$ cat config.mk
export PLATFORM = sky130hd
export DESIGN_NAME = rx_frame_gate
export DESIGN_NICKNAME = d
export VERILOG_FILES = /design/src/rtl/rxg_pkg.sv /design/src/rtl/rxg_datapath.sv /design/src/rtl/rxg_control.sv /design/src/rtl/rx_frame_gate.sv
export SDC_FILE = /design/constraint.sdc
export NUM_CORES = 1
export LEC_CHECK = 0
export CAP_MARGIN = 20
export CORE_MARGIN = 3
export CORE_UTILIZATION = 60
export CTS_BUF_LIST = sky130_fd_sc_hd__clkbuf_8
export DETAILED_ROUTE_END_ITERATION = 16
export PLACE_DENSITY = 0.85
export SLEW_MARGIN = 20
export SYNTH_ARGS = -nofsm -noshare
export SYNTH_HDL_FRONTEND = slang
export SYNTH_SLANG_ARGS = --single-unit
$ cat constraint.sdc
create_clock -name clk -period 5.74 [get_ports clk]
set_clock_uncertainty 0.15 [all_clocks]
set_input_delay 0.574 -clock clk [delete_from_list [all_inputs] [get_ports clk]]
set_output_delay 0.574 -clock clk [all_outputs]
set_load 0.005 [all_outputs]
$ cat src/rtl/rxg_pkg.sv
package rxg_pkg;
  typedef struct packed {
    logic wrEn;      // store the current byte
    logic restart;   // start of frame: write from committed pointer
    logic commit;    // clean end: publish frame and push status
    logic rollback;  // discard speculative bytes
    logic rdEn;      // host took a byte
    logic pop;       // host took the last byte of the head frame
  } rxg_strobe_t;
endpackage

$ cat src/rtl/rxg_datapath.sv
module rxg_datapath
  import rxg_pkg::*;
#(
  parameter int DATA_DEPTH = 64,
  parameter int STAT_DEPTH = 4
) (
  input  logic        clk,
  input  logic        rstN,
  input  rxg_strobe_t strobe,
  input  logic [7:0]  inData,
  input  logic        inBcast,
  input  logic        inMcast,
  output logic        spaceFresh,
  output logic        spaceCur,
  output logic        qFull,
  output logic        qEmpty,
  output logic        headLast,
  output logic        headBcast,
  output logic        headMcast,
  output logic [7:0]  rdData
);
  localparam int AW = $clog2(DATA_DEPTH);
  localparam int QW = $clog2(STAT_DEPTH);
  localparam int LW = AW + 1;
  localparam logic [AW:0] DFULL = (AW+1)'(DATA_DEPTH);
  localparam logic [QW:0] QFULL = (QW+1)'(STAT_DEPTH);

  logic [7:0]    mem [DATA_DEPTH];
  logic [AW:0]   wrPtr, comPtr, rdPtr;
  logic [AW:0]   wrBase, wrNext;
  logic [LW-1:0] lenCnt, lenBase, lenNext, rdCnt;

  logic [LW-1:0] qLen [STAT_DEPTH];
  logic          qBc  [STAT_DEPTH];
  logic          qMc  [STAT_DEPTH];
  logic [QW:0]   qWr, qRd, qCount;

  // write side: speculative pointer with frame-start base
  always_comb begin
    wrBase  = strobe.restart ? comPtr : wrPtr;
    lenBase = strobe.restart ? '0 : lenCnt;
    wrNext  = wrBase + (AW+1)'(strobe.wrEn);
    lenNext = lenBase + LW'(strobe.wrEn);
  end

  always_ff @(posedge clk) begin
    if (strobe.wrEn) mem[wrBase[AW-1:0]] <= inData;
  end

  always_ff @(posedge clk) begin
    if (!rstN) begin
      wrPtr  <= '0;
      comPtr <= '0;
      lenCnt <= '0;
    end else begin
      if (strobe.rollback) begin
        wrPtr  <= comPtr;
        lenCnt <= '0;
      end else if (strobe.commit) begin
        wrPtr  <= wrNext;
        comPtr <= wrNext;
        lenCnt <= '0;
      end else begin
        wrPtr  <= wrNext;
        lenCnt <= lenNext;
      end
    end
  end

  // status side queue
  always_ff @(posedge clk) begin
    if (strobe.commit) begin
      qLen[qWr[QW-1:0]] <= lenNext;
      qBc[qWr[QW-1:0]]  <= inBcast;
      qMc[qWr[QW-1:0]]  <= inMcast;
    end
  end

  always_ff @(posedge clk) begin
    if (!rstN) begin
      qWr   <= '0;
      qRd   <= '0;
      rdPtr <= '0;
      rdCnt <= '0;
    end else begin
      if (strobe.commit) qWr <= qWr + 1'b1;
      if (strobe.pop)    qRd <= qRd + 1'b1;
      if (strobe.rdEn)   rdPtr <= rdPtr + 1'b1;
      if (strobe.pop)       rdCnt <= '0;
      else if (strobe.rdEn) rdCnt <= rdCnt + 1'b1;
    end
  end

  always_comb begin
    qCount     = qWr - qRd;
    qFull      = (qCount == QFULL);
    qEmpty     = (qCount == '0);
    spaceFresh = ((comPtr - rdPtr) != DFULL);
    spaceCur   = ((wrPtr - rdPtr) != DFULL);
    headLast   = (rdCnt == qLen[qRd[QW-1:0]] - LW'(1));
    headBcast  = qBc[qRd[QW-1:0]];
    headMcast  = qMc[qRd[QW-1:0]];
    rdData     = mem[rdPtr[AW-1:0]];
  end
endmodule

$ cat src/rtl/rxg_control.sv
module rxg_control
  import rxg_pkg::*;
(
  input  logic        clk,
  input  logic        rstN,
  input  logic        inValid,
  input  logic        inSof,
  input  logic        inEof,
  input  logic        inCrcErr,
  input  logic        inDribble,
  input  logic        outReady,
  input  logic        spaceFresh,
  input  logic        spaceCur,
  input  logic        qFull,
  input  logic        qEmpty,
  input  logic        headLast,
  output rxg_strobe_t strobe,
  output logic        outValid,
  output logic        statCrcErr,
  output logic        statDribble,
  output logic        statOverflow
);
  logic inFrame;
  logic accept, space, clean, ovfEvent, endEvent;

  always_comb begin
    strobe   = '0;
    accept   = inValid && (inSof || inFrame);
    space    = inSof ? spaceFresh : spaceCur;
    clean    = !inCrcErr && !inDribble;
    outValid = !qEmpty;
    if (accept) begin
      strobe.restart = inSof;
      if (!space) begin
        strobe.rollback = 1'b1;
      end else begin
        strobe.wrEn = 1'b1;
        if (inEof) begin
          if (clean && !qFull) strobe.commit   = 1'b1;
          else                 strobe.rollback = 1'b1;
        end
      end
    end
    strobe.rdEn = outValid && outReady;
    strobe.pop  = strobe.rdEn && headLast;
    ovfEvent    = accept && (!space || (inEof && clean && qFull));
    endEvent    = accept && space && inEof;
  end

  always_ff @(posedge clk) begin
    if (!rstN) begin
      inFrame      <= 1'b0;
      statCrcErr   <= 1'b0;
      statDribble  <= 1'b0;
      statOverflow <= 1'b0;
    end else begin
      if (accept) inFrame <= space && !inEof;
      if (endEvent) begin
        statCrcErr  <= inCrcErr;
        statDribble <= inDribble;
      end
      if (ovfEvent) statOverflow <= 1'b1;
    end
  end
endmodule

$ cat src/rtl/rx_frame_gate.sv
module rx_frame_gate
  import rxg_pkg::*;
#(
  parameter int DATA_DEPTH = 64,
  parameter int STAT_DEPTH = 4
) (
  input  logic       clk,
  input  logic       rstN,
  input  logic       inValid,
  input  logic [7:0] inData,
  input  logic       inSof,
  input  logic       inEof,
  input  logic       inBcast,
  input  logic       inMcast,
  input  logic       inCrcErr,
  input  logic       inDribble,
  input  logic       outReady,
  output logic       outValid,
  output logic [7:0] outData,
  output logic       outLast,
  output logic       statBcast,
  output logic       statMcast,
  output logic       statCrcErr,
  output logic       statDribble,
  output logic       statOverflow,
  output logic       rdyReg,
  output logic       rdyFifo
);
  rxg_strobe_t strobe;
  logic spaceFresh, spaceCur, qFull, qEmpty, headLast, headBcast, headMcast;

  rxg_control u_ctrl (
    .clk(clk), .rstN(rstN), .inValid(inValid), .inSof(inSof), .inEof(inEof),
    .inCrcErr(inCrcErr), .inDribble(inDribble), .outReady(outReady),
    .spaceFresh(spaceFresh), .spaceCur(spaceCur), .qFull(qFull), .qEmpty(qEmpty),
    .headLast(headLast), .strobe(strobe), .outValid(outValid),
    .statCrcErr(statCrcErr), .statDribble(statDribble), .statOverflow(statOverflow)
  );

  rxg_datapath #(.DATA_DEPTH(DATA_DEPTH), .STAT_DEPTH(STAT_DEPTH)) u_dp (
    .clk(clk), .rstN(rstN), .strobe(strobe), .inData(inData),
    .inBcast(inBcast), .inMcast(inMcast), .spaceFresh(spaceFresh),
    .spaceCur(spaceCur), .qFull(qFull), .qEmpty(qEmpty), .headLast(headLast),
    .headBcast(headBcast), .headMcast(headMcast), .rdData(outData)
  );

  assign outLast   = outValid && headLast;
  assign statBcast = outValid && headBcast;
  assign statMcast = outValid && headMcast;
  assign rdyReg    = !qEmpty;
  assign rdyFifo   = !qEmpty;
endmodule

== Yosys cells after proc, flatten, opt, wreduce, memory -nomap -nowiden ==
Memory sizes are Yosys's and may differ from the RTL's. A register that Yosys moved wholly into a read port is not among the register bits.
Cells that the tools add are included.
Widths: inputs -> output; s select.
Word-level totals
  bits in registers: 45
  logic and storage cells: 80
  memory bits (writable): 548
  memories: 4
  output and inout port bits: 17
  input port bits: 18
Memory list
  u_dp.mem: depth 64, width 8, rd ports 1, clocked after memory_dff 1, write ports 1, line rxg_datapath.sv:28  | logic [7:0] mem [DATA_DEPTH];
  u_dp.qLen: depth 4, width 7, rd ports 1, clocked after memory_dff 1, write ports 1, line rxg_datapath.sv:33  | logic [LW-1:0] qLen [STAT_DEPTH];
  u_dp.qBc: depth 4, width 1, rd ports 1, clocked after memory_dff 1, write ports 1, line rxg_datapath.sv:34  | logic qBc [STAT_DEPTH];
  u_dp.qMc: depth 4, width 1, rd ports 1, clocked after memory_dff 1, write ports 1, line rxg_datapath.sv:35  | logic qMc [STAT_DEPTH];
Operators by class
  $add $sub $neg: 10
  muxes and demuxes: 23
  reductions and logical operators: 26
  bitwise gates (word level): 2
  eq/ne operators: 4
Operators with widths (number)
  $mux 7: 3
  $add 7x1->7: 2
  $add 7x1->7 const B: 2
  $logic_and 1x1->1: 14
  $mux 2: 7
  $ne 7x7->1 const B: 2
  $sub 7x7->7: 2
  $mux 6: 2
  $mux 1: 10
  $eq 7x7->1: 1
  $sub 7x1->7 const B: 1
  $add 3x1->3 const B: 2
  $logic_not 1->1: 6
  $mux 4: 1
  $eq 3x3->1 const B: 1
  $logic_not 3->1: 1
  $reduce_or 3->1: 1
  $sub 3x3->3: 1
  $logic_or 1x1->1: 2
  $not 1->1: 2
  $reduce_and 2->1: 1
  $reduce_or 2->1: 1

== Depth between registers and ports, before layout ==
  depth in word-level cells: 11
  gate-level depth with buffers: 17
  gate-level depth less buffers: 15

== Modules after synthesis ==
A second synthesis with hierarchy kept.
Second synthesis, totals
  cells, all modules: 1241
  area, all modules: 24258.3 sq um
By module, submodules not included
  rxg_datapath: area each 23935.5 sq um, cells an instance 1205, instances 1, seq. area each 17436.7 sq um
  rxg_control: area each 292.8 sq um, cells an instance 31, instances 1, seq. area each 80.1 sq um
  rx_frame_gate: area each 30.0 sq um, cells an instance 5, instances 1, seq. area each 0.0 sq um

== Worst setup path after synthesis ==
No wires, ideal clock.
  path type: input to register
  start point: in inSof
  end point: mem u_dp.qLen[0][6] (netlist name), data pin
  stages: 15
  slack: 1396 ps
  arrival: 3917 ps
  buffers on the path: 3
  setup time: 277 ps
  data required time: 5313 ps
  path through: clkbuf_1 mux2_2 ha_1 or4_1 a211oi_1 a311oi_2 o21ai_1 buf_2 clkbuf_1 nor2_1 ha_1 and3_1 nand3_1 xor2_1 nor2_1
On the way
  longest elaborated chain between the ends: 5
  elaborated cells on any way between the ends: 7
  classes of those cells: add/sub: 1; mux: 4; reduce/logical: 2
RTL lines
  from (decl): line rx_frame_gate.sv:11  | input logic inSof,
  $logic_or 1x1->1: line rxg_control.sv:28  | accept = inValid && (inSof || inFrame);
  $logic_and 1x1->1: line rxg_control.sv:28
  $mux 4 (*): line rxg_control.sv:32  | if (accept) begin
  $mux 7: line rxg_datapath.sv:41  | lenBase = strobe.restart ? '0 : lenCnt;
  $add 7x1->7 (*): line rxg_datapath.sv:43  | lenNext = lenBase + LW'(strobe.wrEn);
  named net u_dp.lenNext[6]: line rxg_datapath.sv:31  | logic [LW-1:0] lenCnt, lenBase, lenNext, rdCnt;
  to (decl): line rxg_datapath.sv:33
Mark *: on every way through the listed nets, which the timed path passes. The rest lies on a longest branch.

==> metrics.md <==
| Metric | Value |
|---|---|
| Buffers added on ports | `34` |
| Remaining routing DRC violations | `0` |
| Reg clk slew, reported paths | `0.06 ns` |
| WHS Endpoint | `u_dp.qRd[2]` |
| Cell variety after synth | `54` |
| Max Fanout on Critical Path | `57` |
| R2R depth | `11` |
| Max-cap check violation count | `0` |
| Initial core utilization | `61.6%` |
| CTS tree | `done` |
| Setup CP Type | `reg -> out` |
| #FFs+latches synth | `601` |
| Global-route wire length before repair | `81.5 mm` |
| Die Y | `207 microns` |
| Filler instances | `2,421` |
| Core area | `0.0393 sq mm` |
| Maximum clock rate | `208 MHz` |
| RePlAce Congestion | `0.878` |
| Yosys top cell by area | `edfxtp_1` |
| Slowest stage delay, CP | `0.79 ns` |
| Clock sinks | `601` |
| WL final | `53.2 mm` |
| Post-CTS Setup Inserts | `0` |
| Post-synth ARST share | `0%` |
| Status | `finished, final reports clean` |
| GR Overflow Total | `0` |
| RR Endpoint | `u_dp.mem[60][6]` |
| Initial antenna violation count | `1` |
| Routed len/inst | `27.1 microns` |
| Worst setup EP type | `output port` |
| First DRT Iteration DRCs | `1,518` |
| R2R setup slack | `1.35 ns` |
| ANT nets after route | `0` |
| Post-synth top flop | `edfxtp_1` |
| Hold Startpoint | `u_dp.qRd[2]` |
| Register area | `0.0175 sq mm` |
| Final setup viols | `0` |
| Via density per instance | `6.48` |
| Clock Latency Late Sink | `0.64 ns` |
| Hold_buf cts | `0` |
| Worst-Margin Slew | `0.925 ns` |
| Num CTS Buffers | `91` |
| Row count | `72` |
| Synthesized area | `0.0242 sq mm` |
| CP startpoint kind | `register` |
| Period minus WS final | `4.81 ns` |
| CTS resizes | `0` |
| Nets | `1,409` |
| TritonRoute pass-1 iters | `5` |
| Register area share after synthesis | `72.4%` |
| RSZ-0062 raised after global routing | `false` |
| Leak pwr | `8.47 nW` |
| Number of flops mapped to enable cells by yosys | `548` |
| Most frequent cells in the layout | `edfxtp_1 (548), mux4_2 (177), nor2_1 (99)` |
| Die Area | `0.0428 sq mm` |
| Crit path cell chain | `buf_12, mux4_2, mux4_2, mux4_2, clkdlybuf4s50_1` |
| Bufs on Longest Clock Path | `3` |
| Final Max Tran Viols | `0` |
| Worst ir drop on vdd | `0.000188 V` |
| Setup tns final | `0 ns` |
| Min Hold Slack | `0.359 ns` |
| Slowest-stage cell, CP | `dfxtp_4` |
| PD cells | `302 mW/mm^2` |
| Ratio of cells with drive above 1 in the final layout | `25.5%` |
| Htree depth | `3` |
| Via count | `12,700` |
| Crit path DAT | `4.09 ns` |
| GR Util All Layers | `26.0%` |
| Largest net degree at the start of global routing | `83` |
| Root Buffer | `clkbuf_8` |
| Cell mode on critical path | `mux4_2` |
| Relative slew slack | `38.2%` |
| Post-synth top area share | `68.0%` |
| Hold Crit Class | `reg -> reg` |
| Synth Warn # | `0` |
| WP buf/inv | `2` |
| Ports | `35` |
| Area of the multi-input gates | `0.00634 sq mm` |
| Net Count, Synth | `1,291` |
| R2r startpoint | `u_dp.wrPtr[2]` |
| Hold Path Stages | `2` |
| Vias in the first global route | `13,100` |
| Ranking of synthesized cells by area | `edfxtp_1 (68%), mux4_2 (16%), dfxtp_1 (4.4%), nor2_1 (1.5%), ha_1 (0.98%)` |
| Top Family by Delay on Critical Path | `multiplexers` |
| Average size of a mapped cell | `19.3 sq um` |
| Fin. Hold Viols | `0` |
| Synthesized instance count | `1,254` |
| Most common cell after layout, fill and taps aside | `edfxtp_1` |
| Die Width | `207 microns` |
| Post-route clock period utilization | `83.8%` |
| Worst EP required | `5.02 ns` |
| Area grow syn2layout | `11.6%` |
| Dpl hpwl | `33.4 mm` |
==> flip-flops by register name (all words and copies together), names as in the netlist, named ones only <==
signal	cells
u_dp.qWr	3
u_dp.rdCnt	7
u_dp.qBc	4
u_ctrl.statOverflow	1
u_dp.wrPtr	7
u_dp.comPtr	7
u_ctrl.inFrame	1
u_dp.lenCnt	7
u_dp.qMc	4
u_dp.qRd	3
u_ctrl.statDribble	1
u_dp.mem	512
u_dp.rdPtr	7
u_ctrl.statCrcErr	1
u_dp.qLen	28
==> per-stage QoR <==
| step | instances | instance area, sq um | total power [mW] | setup slack [ns] | utilization [%] |
|---|---|---|---|---|---|
| 6_report | 1962 | 27000 | 8.15 | 0.930 | 68.8 |
| 2_1_floorplan | 1254 | 24200 | 4.97 | 1.40 | - |
| 3_5_place_dp | 1797 | 25400 | 5.10 | 0.527 | 64.6 |
| 4_1_cts | 1960 | 27000 | 8.20 | 0.825 | 68.7 |
| 5_1_grt | 1961 | 27000 | 8.41 | 0.703 | 68.8 |
| 3_3_place_gp | 1797 | 25400 | 5.09 | 0.758 | 64.6 |
==> routing by layer <==
layer	share of wire [%]	GRT usage, %	up-vias
met2	51	42.5	719
li1	-	-	5350
met1	37	36.2	6527
met4	2.8	7.83	0
met5	0	0	-
met3	9.3	5.58	113
==> how the worst max path moves through the flow <==
stage	depth (start not counted)	start	slack (ns)	endpoint
finish	5	register	0.93	outData[6]
global route	5	register	0.70	outData[7]
CTS	5	register	0.83	outData[5]
detailed placement	11	inSof	0.53	u_dp.mem[52][0]
global placement	11	inSof	0.76	u_dp.mem[60][4]
floorplan	15	inSof	1.40	u_dp.qLen[0][6]
==> tightest hold or removal path: stages, from the launching register on <==
cell     delay [ns]
dfxtp_1        0.33
o21ai_0        0.07
a21oi_1        0.06
==> synth_stat cells (3+ instances only) <==
library cell / count
o31ai_1: 6
o21ai_0: 27
xor2_1: 16
o21a_1: 3
mux4_2: 177
nand4_1: 8
nor2_1: 99
buf_1: 16
clkbuf_1: 46
ha_1: 19
and3_1: 6
a211oi_1: 3
or3_1: 11
nor3_1: 14
xnor2_1: 17
inv_1: 21
a21oi_1: 25
nand3_1: 25
dfxtp_1: 53
mux2_2: 4
mux2i_1: 11
nor2b_1: 9
nor3b_1: 3
o31a_1: 3
nand2_1: 34
nand2b_1: 3
a31oi_1: 5
and2_1: 6
o211ai_1: 3
edfxtp_1: 548
==> cell type report <==
| class | count | share of cell area [%] |
|---|---|---|
| well taps | 518 | 2.40 |
| flip-flops and latches | 601 | 64.9 |
| multi-input cells | 565 | 23.5 |
| inverters | 21 | 0.292 |
| repair buffers | 92 | 2.90 |
| diodes | 2 | 0.0185 |
| clock inverters | 68 | 1.18 |
| clock buffers | 95 | 4.84 |
==> logic make-up after synthesis <==
group | Yosys count | share of synthesized area [%]
buffers and inverters | 88 | 1.44
flip-flops | 601 | 72.4
AO/OA/AOI/OAI | 90 | 2.35
AND/OR/NAND/NOR | 231 | 4.57
adder cells (fa/ha/maj) | 19 | 0.982
multiplexers | 192 | 17.1
XOR/XNOR | 33 | 1.19
==> power breakdown <==
group          internal (mW)  switching (mW)  total (mW)
clock network           1.58            1.56        3.14
logic                 0.0716           0.146       0.218
registers               4.78         0.00705        4.79
(Power assumes the default switching activity.)
